$ cat config.mk
export PLATFORM = sky130hd
export DESIGN_NAME = cd_top
export DESIGN_NICKNAME = d
export VERILOG_FILES = /design/src/rtl/cd_pkg.sv /design/src/rtl/cd_classify.sv /design/src/rtl/cd_regsel.sv /design/src/rtl/cd_wport.sv /design/src/rtl/cd_exmem.sv /design/src/rtl/cd_pcsel.sv /design/src/rtl/cd_top.sv
export SDC_FILE = /design/constraint.sdc
export NUM_CORES = 1
export LEC_CHECK = 0
export BUFFER_PORTS_ARGS = -buffer_cell sky130_fd_sc_hd__buf_4
export CAP_MARGIN = 0
export CORE_MARGIN = 10
export CORE_UTILIZATION = 37
export DETAILED_ROUTE_END_ITERATION = 8
export PLACE_DENSITY = 0.91
export SYNTH_ARGS = -nofsm -noshare
export SYNTH_HDL_FRONTEND = slang
export SYNTH_SLANG_ARGS = --single-unit
$ cat constraint.sdc
create_clock -name vclk -period 1.1
set_input_delay 0.11 -clock vclk [all_inputs]
set_output_delay 0.11 -clock vclk [all_outputs]
set_load 0.01 [all_outputs]
$ cat src/rtl/cd_pkg.sv
package cd_pkg;

  localparam logic [3:0] OP_IDLE  = 4'h0;
  localparam logic [3:0] OP_HALT  = 4'h1;
  localparam logic [3:0] OP_ALU   = 4'h2;
  localparam logic [3:0] OP_RRMOV = 4'h3;
  localparam logic [3:0] OP_IRMOV = 4'h4;
  localparam logic [3:0] OP_STORE = 4'h5;
  localparam logic [3:0] OP_LOAD  = 4'h6;
  localparam logic [3:0] OP_JUMP  = 4'h7;
  localparam logic [3:0] OP_CALL  = 4'h8;
  localparam logic [3:0] OP_RET   = 4'h9;
  localparam logic [3:0] OP_PUSH  = 4'hA;
  localparam logic [3:0] OP_POP   = 4'hB;

  typedef enum logic [3:0] {
    K_IDLE, K_HALT, K_ALU, K_RRMOV, K_IRMOV, K_STORE, K_LOAD,
    K_JUMP, K_CALL, K_RET, K_PUSH, K_POP, K_BAD
  } kind_e;

  typedef enum logic [1:0] {
    A_VALA = 2'd0, A_VALC = 2'd1, A_DEC = 2'd2, A_INC = 2'd3
  } alu_a_e;

  typedef enum logic [1:0] {
    PC_SEQ = 2'd0, PC_CONST = 2'd1, PC_MEM = 2'd2
  } pc_e;

  // Jump condition on {overflow, sign, zero}.
  function automatic logic cond_holds(input logic [3:0] fn, input logic [2:0] fl);
    logic zf, less;
    zf   = fl[0];
    less = fl[1] ^ fl[2];
    case (fn)
      4'd0:    cond_holds = 1'b1;
      4'd1:    cond_holds = less | zf;
      4'd2:    cond_holds = less;
      4'd3:    cond_holds = zf;
      4'd4:    cond_holds = ~zf;
      4'd5:    cond_holds = ~less;
      4'd6:    cond_holds = ~less & ~zf;
      default: cond_holds = 1'b0;
    endcase
  endfunction

  // Instructions that address the stack pointer implicitly.
  function automatic logic uses_stack(input kind_e k);
    uses_stack = (k == K_PUSH) || (k == K_POP) || (k == K_CALL) || (k == K_RET);
  endfunction

endpackage

$ cat src/rtl/cd_classify.sv
module cd_classify
  import cd_pkg::*;
#(
  parameter int ALU_FN_COUNT = 4,
  parameter int JMP_FN_COUNT = 7
) (
  input  logic [3:0] op_code,
  input  logic [3:0] op_fn,
  output kind_e      kind,
  output logic       halt,
  output logic       illegal
);

  localparam logic [4:0] ALU_LIM = 5'(ALU_FN_COUNT);
  localparam logic [4:0] JMP_LIM = 5'(JMP_FN_COUNT);

  logic alu_fn_ok;
  logic jmp_fn_ok;

  assign alu_fn_ok = {1'b0, op_fn} < ALU_LIM;
  assign jmp_fn_ok = {1'b0, op_fn} < JMP_LIM;

  always_comb begin
    case (op_code)
      OP_IDLE:  kind = K_IDLE;
      OP_HALT:  kind = K_HALT;
      OP_ALU:   kind = alu_fn_ok ? K_ALU : K_BAD;
      OP_RRMOV: kind = K_RRMOV;
      OP_IRMOV: kind = K_IRMOV;
      OP_STORE: kind = K_STORE;
      OP_LOAD:  kind = K_LOAD;
      OP_JUMP:  kind = jmp_fn_ok ? K_JUMP : K_BAD;
      OP_CALL:  kind = K_CALL;
      OP_RET:   kind = K_RET;
      OP_PUSH:  kind = K_PUSH;
      OP_POP:   kind = K_POP;
      default:  kind = K_BAD;
    endcase
  end

  assign halt    = (kind == K_HALT);
  assign illegal = (kind == K_BAD);

endmodule

$ cat src/rtl/cd_regsel.sv
module cd_regsel
  import cd_pkg::*;
#(
  parameter int REG_W   = 4,
  parameter int SP_ID   = 4,
  parameter int NONE_ID = 8
) (
  input  kind_e            kind,
  input  logic [REG_W-1:0] reg_a,
  input  logic [REG_W-1:0] reg_b,
  output logic [REG_W-1:0] src_a,
  output logic [REG_W-1:0] src_b,
  output logic [REG_W-1:0] dst_e,
  output logic [REG_W-1:0] dst_m
);

  localparam logic [REG_W-1:0] SP   = REG_W'(SP_ID);
  localparam logic [REG_W-1:0] NONE = REG_W'(NONE_ID);

  logic stack_op;
  assign stack_op = uses_stack(kind);

  always_comb begin
    case (kind)
      K_ALU, K_RRMOV, K_STORE, K_PUSH: src_a = reg_a;
      K_POP, K_RET:                    src_a = SP;
      default:                         src_a = NONE;
    endcase
  end

  always_comb begin
    if (stack_op)
      src_b = SP;
    else if (kind == K_ALU || kind == K_STORE || kind == K_LOAD)
      src_b = reg_b;
    else
      src_b = NONE;
  end

  always_comb begin
    if (stack_op)
      dst_e = SP;
    else if (kind == K_ALU || kind == K_RRMOV || kind == K_IRMOV)
      dst_e = reg_b;
    else
      dst_e = NONE;
  end

  assign dst_m = (kind == K_LOAD || kind == K_POP) ? reg_a : NONE;

endmodule

$ cat src/rtl/cd_wport.sv
module cd_wport #(
  parameter int REG_W   = 4,
  parameter int NONE_ID = 8,
  parameter bit M_WINS  = 1'b1
) (
  input  logic [REG_W-1:0] dst_e,
  input  logic [REG_W-1:0] dst_m,
  output logic             wr_e_en,
  output logic             wr_m_en,
  output logic             clash
);

  localparam logic [REG_W-1:0] NONE = REG_W'(NONE_ID);

  logic e_named;
  logic m_named;

  assign e_named = (dst_e != NONE);
  assign m_named = (dst_m != NONE);
  assign clash   = e_named && m_named && (dst_e == dst_m);

  generate
    if (M_WINS) begin : g_m_priority
      assign wr_m_en = m_named;
      assign wr_e_en = e_named && !clash;
    end else begin : g_e_priority
      assign wr_e_en = e_named;
      assign wr_m_en = m_named && !clash;
    end
  endgenerate

endmodule

$ cat src/rtl/cd_exmem.sv
module cd_exmem
  import cd_pkg::*;
(
  input  kind_e      kind,
  input  logic [1:0] fn_lo,
  output alu_a_e     alu_a_sel,
  output logic       alu_b_sel,
  output logic [1:0] alu_fn,
  output logic       cc_update,
  output logic       mem_rd,
  output logic       mem_wr,
  output logic       mem_addr_sel,
  output logic       mem_data_sel
);

  always_comb begin
    case (kind)
      K_IRMOV, K_STORE, K_LOAD: alu_a_sel = A_VALC;
      K_PUSH, K_CALL:           alu_a_sel = A_DEC;
      K_POP, K_RET:             alu_a_sel = A_INC;
      default:                  alu_a_sel = A_VALA;
    endcase
  end

  always_comb begin
    case (kind)
      K_ALU, K_STORE, K_LOAD, K_PUSH, K_POP, K_CALL, K_RET: alu_b_sel = 1'b1;
      default:                                              alu_b_sel = 1'b0;
    endcase
  end

  assign cc_update = (kind == K_ALU);
  assign alu_fn    = cc_update ? fn_lo : 2'd0;

  assign mem_wr       = (kind == K_STORE) || (kind == K_PUSH) || (kind == K_CALL);
  assign mem_rd       = (kind == K_LOAD) || (kind == K_POP) || (kind == K_RET);
  assign mem_addr_sel = (kind == K_POP) || (kind == K_RET);
  assign mem_data_sel = (kind == K_CALL);

endmodule

$ cat src/rtl/cd_pcsel.sv
module cd_pcsel
  import cd_pkg::*;
(
  input  kind_e      kind,
  input  logic [3:0] op_fn,
  input  logic [2:0] flags,
  output logic       branch_taken,
  output pc_e        pc_sel
);

  assign branch_taken = (kind == K_JUMP) && cond_holds(op_fn, flags);

  always_comb begin
    if (kind == K_RET)
      pc_sel = PC_MEM;
    else if (kind == K_CALL || branch_taken)
      pc_sel = PC_CONST;
    else
      pc_sel = PC_SEQ;
  end

endmodule

$ cat src/rtl/cd_top.sv
module cd_top
  import cd_pkg::*;
#(
  parameter int REG_W        = 4,
  parameter int SP_ID        = 4,
  parameter int NONE_ID      = 8,
  parameter int ALU_FN_COUNT = 4,
  parameter int JMP_FN_COUNT = 7
) (
  input  logic [3:0]       op_code,
  input  logic [3:0]       op_fn,
  input  logic [REG_W-1:0] reg_a,
  input  logic [REG_W-1:0] reg_b,
  input  logic [2:0]       flags,
  output logic [REG_W-1:0] src_a,
  output logic [REG_W-1:0] src_b,
  output logic [REG_W-1:0] dst_e,
  output logic [REG_W-1:0] dst_m,
  output logic             wr_e_en,
  output logic             wr_m_en,
  output logic [1:0]       alu_a_sel,
  output logic             alu_b_sel,
  output logic [1:0]       alu_fn,
  output logic             cc_update,
  output logic             mem_rd,
  output logic             mem_wr,
  output logic             mem_addr_sel,
  output logic             mem_data_sel,
  output logic [1:0]       pc_sel,
  output logic             branch_taken,
  output logic             halt,
  output logic             illegal
);

  kind_e  kind;
  alu_a_e alu_a_k;
  pc_e    pc_k;
  logic   wr_clash;

  cd_classify #(
    .ALU_FN_COUNT (ALU_FN_COUNT),
    .JMP_FN_COUNT (JMP_FN_COUNT)
  ) u_classify (
    .op_code (op_code),
    .op_fn   (op_fn),
    .kind    (kind),
    .halt    (halt),
    .illegal (illegal)
  );

  cd_regsel #(
    .REG_W   (REG_W),
    .SP_ID   (SP_ID),
    .NONE_ID (NONE_ID)
  ) u_regsel (
    .kind  (kind),
    .reg_a (reg_a),
    .reg_b (reg_b),
    .src_a (src_a),
    .src_b (src_b),
    .dst_e (dst_e),
    .dst_m (dst_m)
  );

  cd_wport #(
    .REG_W   (REG_W),
    .NONE_ID (NONE_ID),
    .M_WINS  (1'b1)
  ) u_wport (
    .dst_e   (dst_e),
    .dst_m   (dst_m),
    .wr_e_en (wr_e_en),
    .wr_m_en (wr_m_en),
    .clash   (wr_clash)
  );

  cd_exmem u_exmem (
    .kind         (kind),
    .fn_lo        (op_fn[1:0]),
    .alu_a_sel    (alu_a_k),
    .alu_b_sel    (alu_b_sel),
    .alu_fn       (alu_fn),
    .cc_update    (cc_update),
    .mem_rd       (mem_rd),
    .mem_wr       (mem_wr),
    .mem_addr_sel (mem_addr_sel),
    .mem_data_sel (mem_data_sel)
  );

  cd_pcsel u_pcsel (
    .kind         (kind),
    .op_fn        (op_fn),
    .flags        (flags),
    .branch_taken (branch_taken),
    .pc_sel       (pc_k)
  );

  assign alu_a_sel = alu_a_k;
  assign pc_sel    = pc_k;

endmodule

==> metrics.md, run 1 <==
| Metric | Value |
|---|---|
| Initial Utilization | `0.400` |
| Dpl cell area | `0.00123 sq mm` |
| Yosys warns | `0` |
| IO buf count | `52` |
| Placer congestion estimate | `0.835` |
| Synth unique cells | `38` |
| Syn Std Cell Area | `609 sq um` |
| Ports | `52` |
| Width of the die | `60.6 um` |
| Die Y | `60.6 um` |
| Resized Gates After CTS | `74` |
| Synth Net Count | `109` |
| Rows | `14` |
| Status | `stopped before the end` |
| Exit stage | `4_1_cts` |
| Mapped Avg Cell Area | `6.77 sq um` |
| Setup repair bufs after CTS | `7` |
| Syn Inst Count | `90` |
| Error Message | `[ERROR DPL-0038] Utilization greater than 100%, impossible to legalize` |
| Hold-fix buffers, CTS | `0` |
| HPWL Detailed | `2.61 mm` |
| Sequential fraction of the synthesis area | `0` |
==> per-stage QoR <==
stage	hold slack, ps	setup TNS, ps	std cells	setup slack (ps)	utilization
2_1_floorplan	250	-127	90	-88.1	-
3_3_place_gp	522	-3270	178	-263	0.808
3_5_place_dp	522	-4360	178	-319	0.808
==> cell usage after synthesis, drive strengths merged (2+ instances only) <==
cell type / instances / area [sq um]
a21oi: 5 / 25.0
a31oi: 2 / 12.5
and2: 11 / 68.8
buf: 5 / 37.5
inv: 6 / 22.5
mux2i: 2 / 20.0
nand2: 8 / 30.0
nand2b: 5 / 38.8
nor2: 7 / 33.8
nor2b: 2 / 12.5
nor3: 4 / 20.0
o21ai: 9 / 48.8
o22ai: 3 / 25.0
xnor2: 2 / 17.5
==> cell families after synthesis <==
kind of cell / count (synthesis) / share of synthesized area
and+or+nand+nor: 42 / 0.423
AOI/OAI and AO/OA: 31 / 0.392
buffers and inverters: 12 / 0.105
muxes: 3 / 0.0513
xor gates and xnor gates: 2 / 0.0288
==> inputs of run 2 (changes only) <==
- CORE_AREA: unset -> 10 10 71 73
- CORE_MARGIN: 10 -> unset
- CORE_UTILIZATION: 37 -> unset
- DIE_AREA: unset -> 0 0 81 83
- PLACE_DENSITY: 0.91 -> unset
- PLACE_DENSITY_LB_ADDON: unset -> 0.15
- clock period: 1.1 -> 1.4 ns (I/O delays scaled with it)
==> metrics.md, run 2 <==
| Metric | Value |
|---|---|
| Worst Hold Class | `in -> out` |
| IO buf count | `52` |
| Commonest non-fill, non-tap cells in the layout | `buf_4, and2_1, nand2_1` |
| Synthesized-area fraction occupied by adder cells | `0` |
| Sum of negative setup slack | `0 ps` |
| Post-synthesis mux area share | `0.0513` |
| Vias in the first global route | `876` |
| Max rail drop VDD | `0.0850 mV` |
| P per Cell Area | `303 mW/mm^2` |
| Status | `finished, final reports clean` |
| Yosys warns | `0` |
| Main combinational cell family by area after synthesis | `simple AND/OR/NAND/NOR gates` |
| Fin crit share | `0.993` |
| Diode count | `0` |
| Rows | `22` |
| Crit start category | `input port` |
| Seq_cells | `0` |
| Hold Path Depth | `3` |
| Rel. slew slack | `0.741` |
| DRC viols | `0` |
| Ports | `52` |
| RSZ-0062 raised after global routing | `yes` |
| Most common cell after layout, fill and taps aside | `buf_4` |
| Clock Buffer Count | `0` |
| Synth unique cells | `38` |
| Initial DRC count | `45` |
| Hold-fix buffers, CTS | `0` |
| GRT overflow | `0` |
| Routed len/inst | `13.6 um` |
| Nets | `179` |
| Max Fclk | `719 MHz` |
| CP Data Arrival Time | `1250 ps` |
| Synth top area share | `0.113` |
| CP Launch Point | `flags[2]` |
| Synth Net Count | `109` |
| Share of cells above drive strength 1 | `0.620` |
| Mapped Avg Cell Area | `6.77 sq um` |
| Sequential fraction of the synthesis area | `0` |
| Via count | `881` |
| Via/cell ratio | `4.28` |
| Critical Path Sink | `pc_sel[0]` |
| Max Cap Viol | `0` |
| Final hold vios | `0` |
| Total design power | `0.397 mW` |
| Syn Std Cell Area | `609 sq um` |
| HPWL Detailed | `2.45 mm` |
| Most frequent cell after synthesis | `and2_1` |
| Crit path kind | `in -> out` |
| Final setup fails | `0` |
| Placer congestion estimate | `0.729` |
| Width of the die | `81 um` |
| Slew Limit Fails | `0` |
| Core area | `0.00363 sq mm` |
| Crit Path Max Fanout | `3` |
| Slew @ Worst Pin | `384 ps` |
| Top cells by count, synth | `and2_1, nand2_1, o21ai_0` |
| Final min period | `1390 ps` |
| Drt total wl | `2.80 mm` |
| First-pass GRT wire length | `4.51 mm` |
| Yosys top cell by area | `and2_1` |
| Total GRT Usage | `0.0770` |
| Antenna violations before repair | `0` |
| Initial Utilization | `0.168` |
| Hold_ws | `584 ps` |
| Syn Inst Count | `90` |
| Post-synthesis compound-gate area fraction | `0.392` |
| Post-DRT Antenna Nets | `0` |
| First-pass iteration count of the detailed router | `4` |
| XOR/XNOR Fraction of Synth Area | `0.0287` |
| Largest net degree at the start of global routing | `12` |
| Req. time, crit path | `1260 ps` |
| Die Y | `83 um` |
| Sequential cell area | `0 sq um` |
| P&R area growth vs syn | `115%` |
| Die area | `0.00672 sq mm` |
| Post-Synth Simple-Gate Area | `0.423` |
| Leak Pwr | `0.641 nW` |
| CP endpoint kind | `output pin` |
| Synth area leaders | `and2_1, buf_4, o21ai_0, nand2_1, a21oi_1` |
run 2: routing by layer:
metal,part of all wire,up-vias,global-route usage
li1,-,463,-
met1,0.43,397,0.0920
met2,0.50,21,0.141
met3,0.072,0,0.0172
met4,0,0,0
met5,0,-,0
run 2: worst max-delay path, cell delays in order:
cell and delay, ps:
buf_8 110, xnor2_4 190, a31oi_1 120, a2111oi_2 420, or2_1 170, buf_6 100
run 2: final cells by class:
| class | instances | area [sq um] |
|---|---|---|
| Timing Repair Buffer | 74 | 602 |
| Multi-Input combinational cell | 78 | 627 |
| Inverter | 6 | 22.5 |
| Tap cell | 48 | 60.1 |
| Fill cell | 401 | 2320 |
run 2: worst min-delay path by stage:
stage	startpoint	endpoint	slack [ps]
after floorplan	op_code[3]	cc_update	320
after global placement	reg_b[0]	src_b[0]	590
after detailed placement	reg_b[0]	src_b[0]	590
after CTS	reg_a[0]	dst_m[0]	590
after global routing	reg_b[0]	dst_e[0]	600
final	reg_b[0]	dst_e[0]	580
run 2: what timing repair did:
action                                  in CTS  in global routing
resized for setup                           12                 16
setup buffers                                0                  3
endpoints found under the setup margin       7                 14
pin swaps                                    6                  9
endpoints found under the hold margin        0                  0
run 2: cells by family (layout without fill, tap and decap cells):
family | count (synthesis) | count (layout)
mux | 3 | 3
compound gates | 31 | 31
simple gates | 42 | 42
buf+inv | 12 | 80
xor+xnor | 2 | 2
run 2: stage by stage:
step,worst slack [ps],instance area (sq um),std cells,util
after floorplan,97.6,609,90,-
after global placement,-67.6,1170,203,0.323
final,9.43,1310,206,0.361
after detailed placement,-114,1170,203,0.323
after CTS,-38.5,1230,203,0.339
after global routing,-86.8,1310,206,0.361
run 2: power breakdown:
part / switching, mW / leakage (nW) / internal [mW]
Sequential: 0 / 0 / 0
Clock: 0 / 0 / 0
Combinational: 0.182 / 0.641 / 0.215
Note: power is estimated with default switching activity, not from simulation.
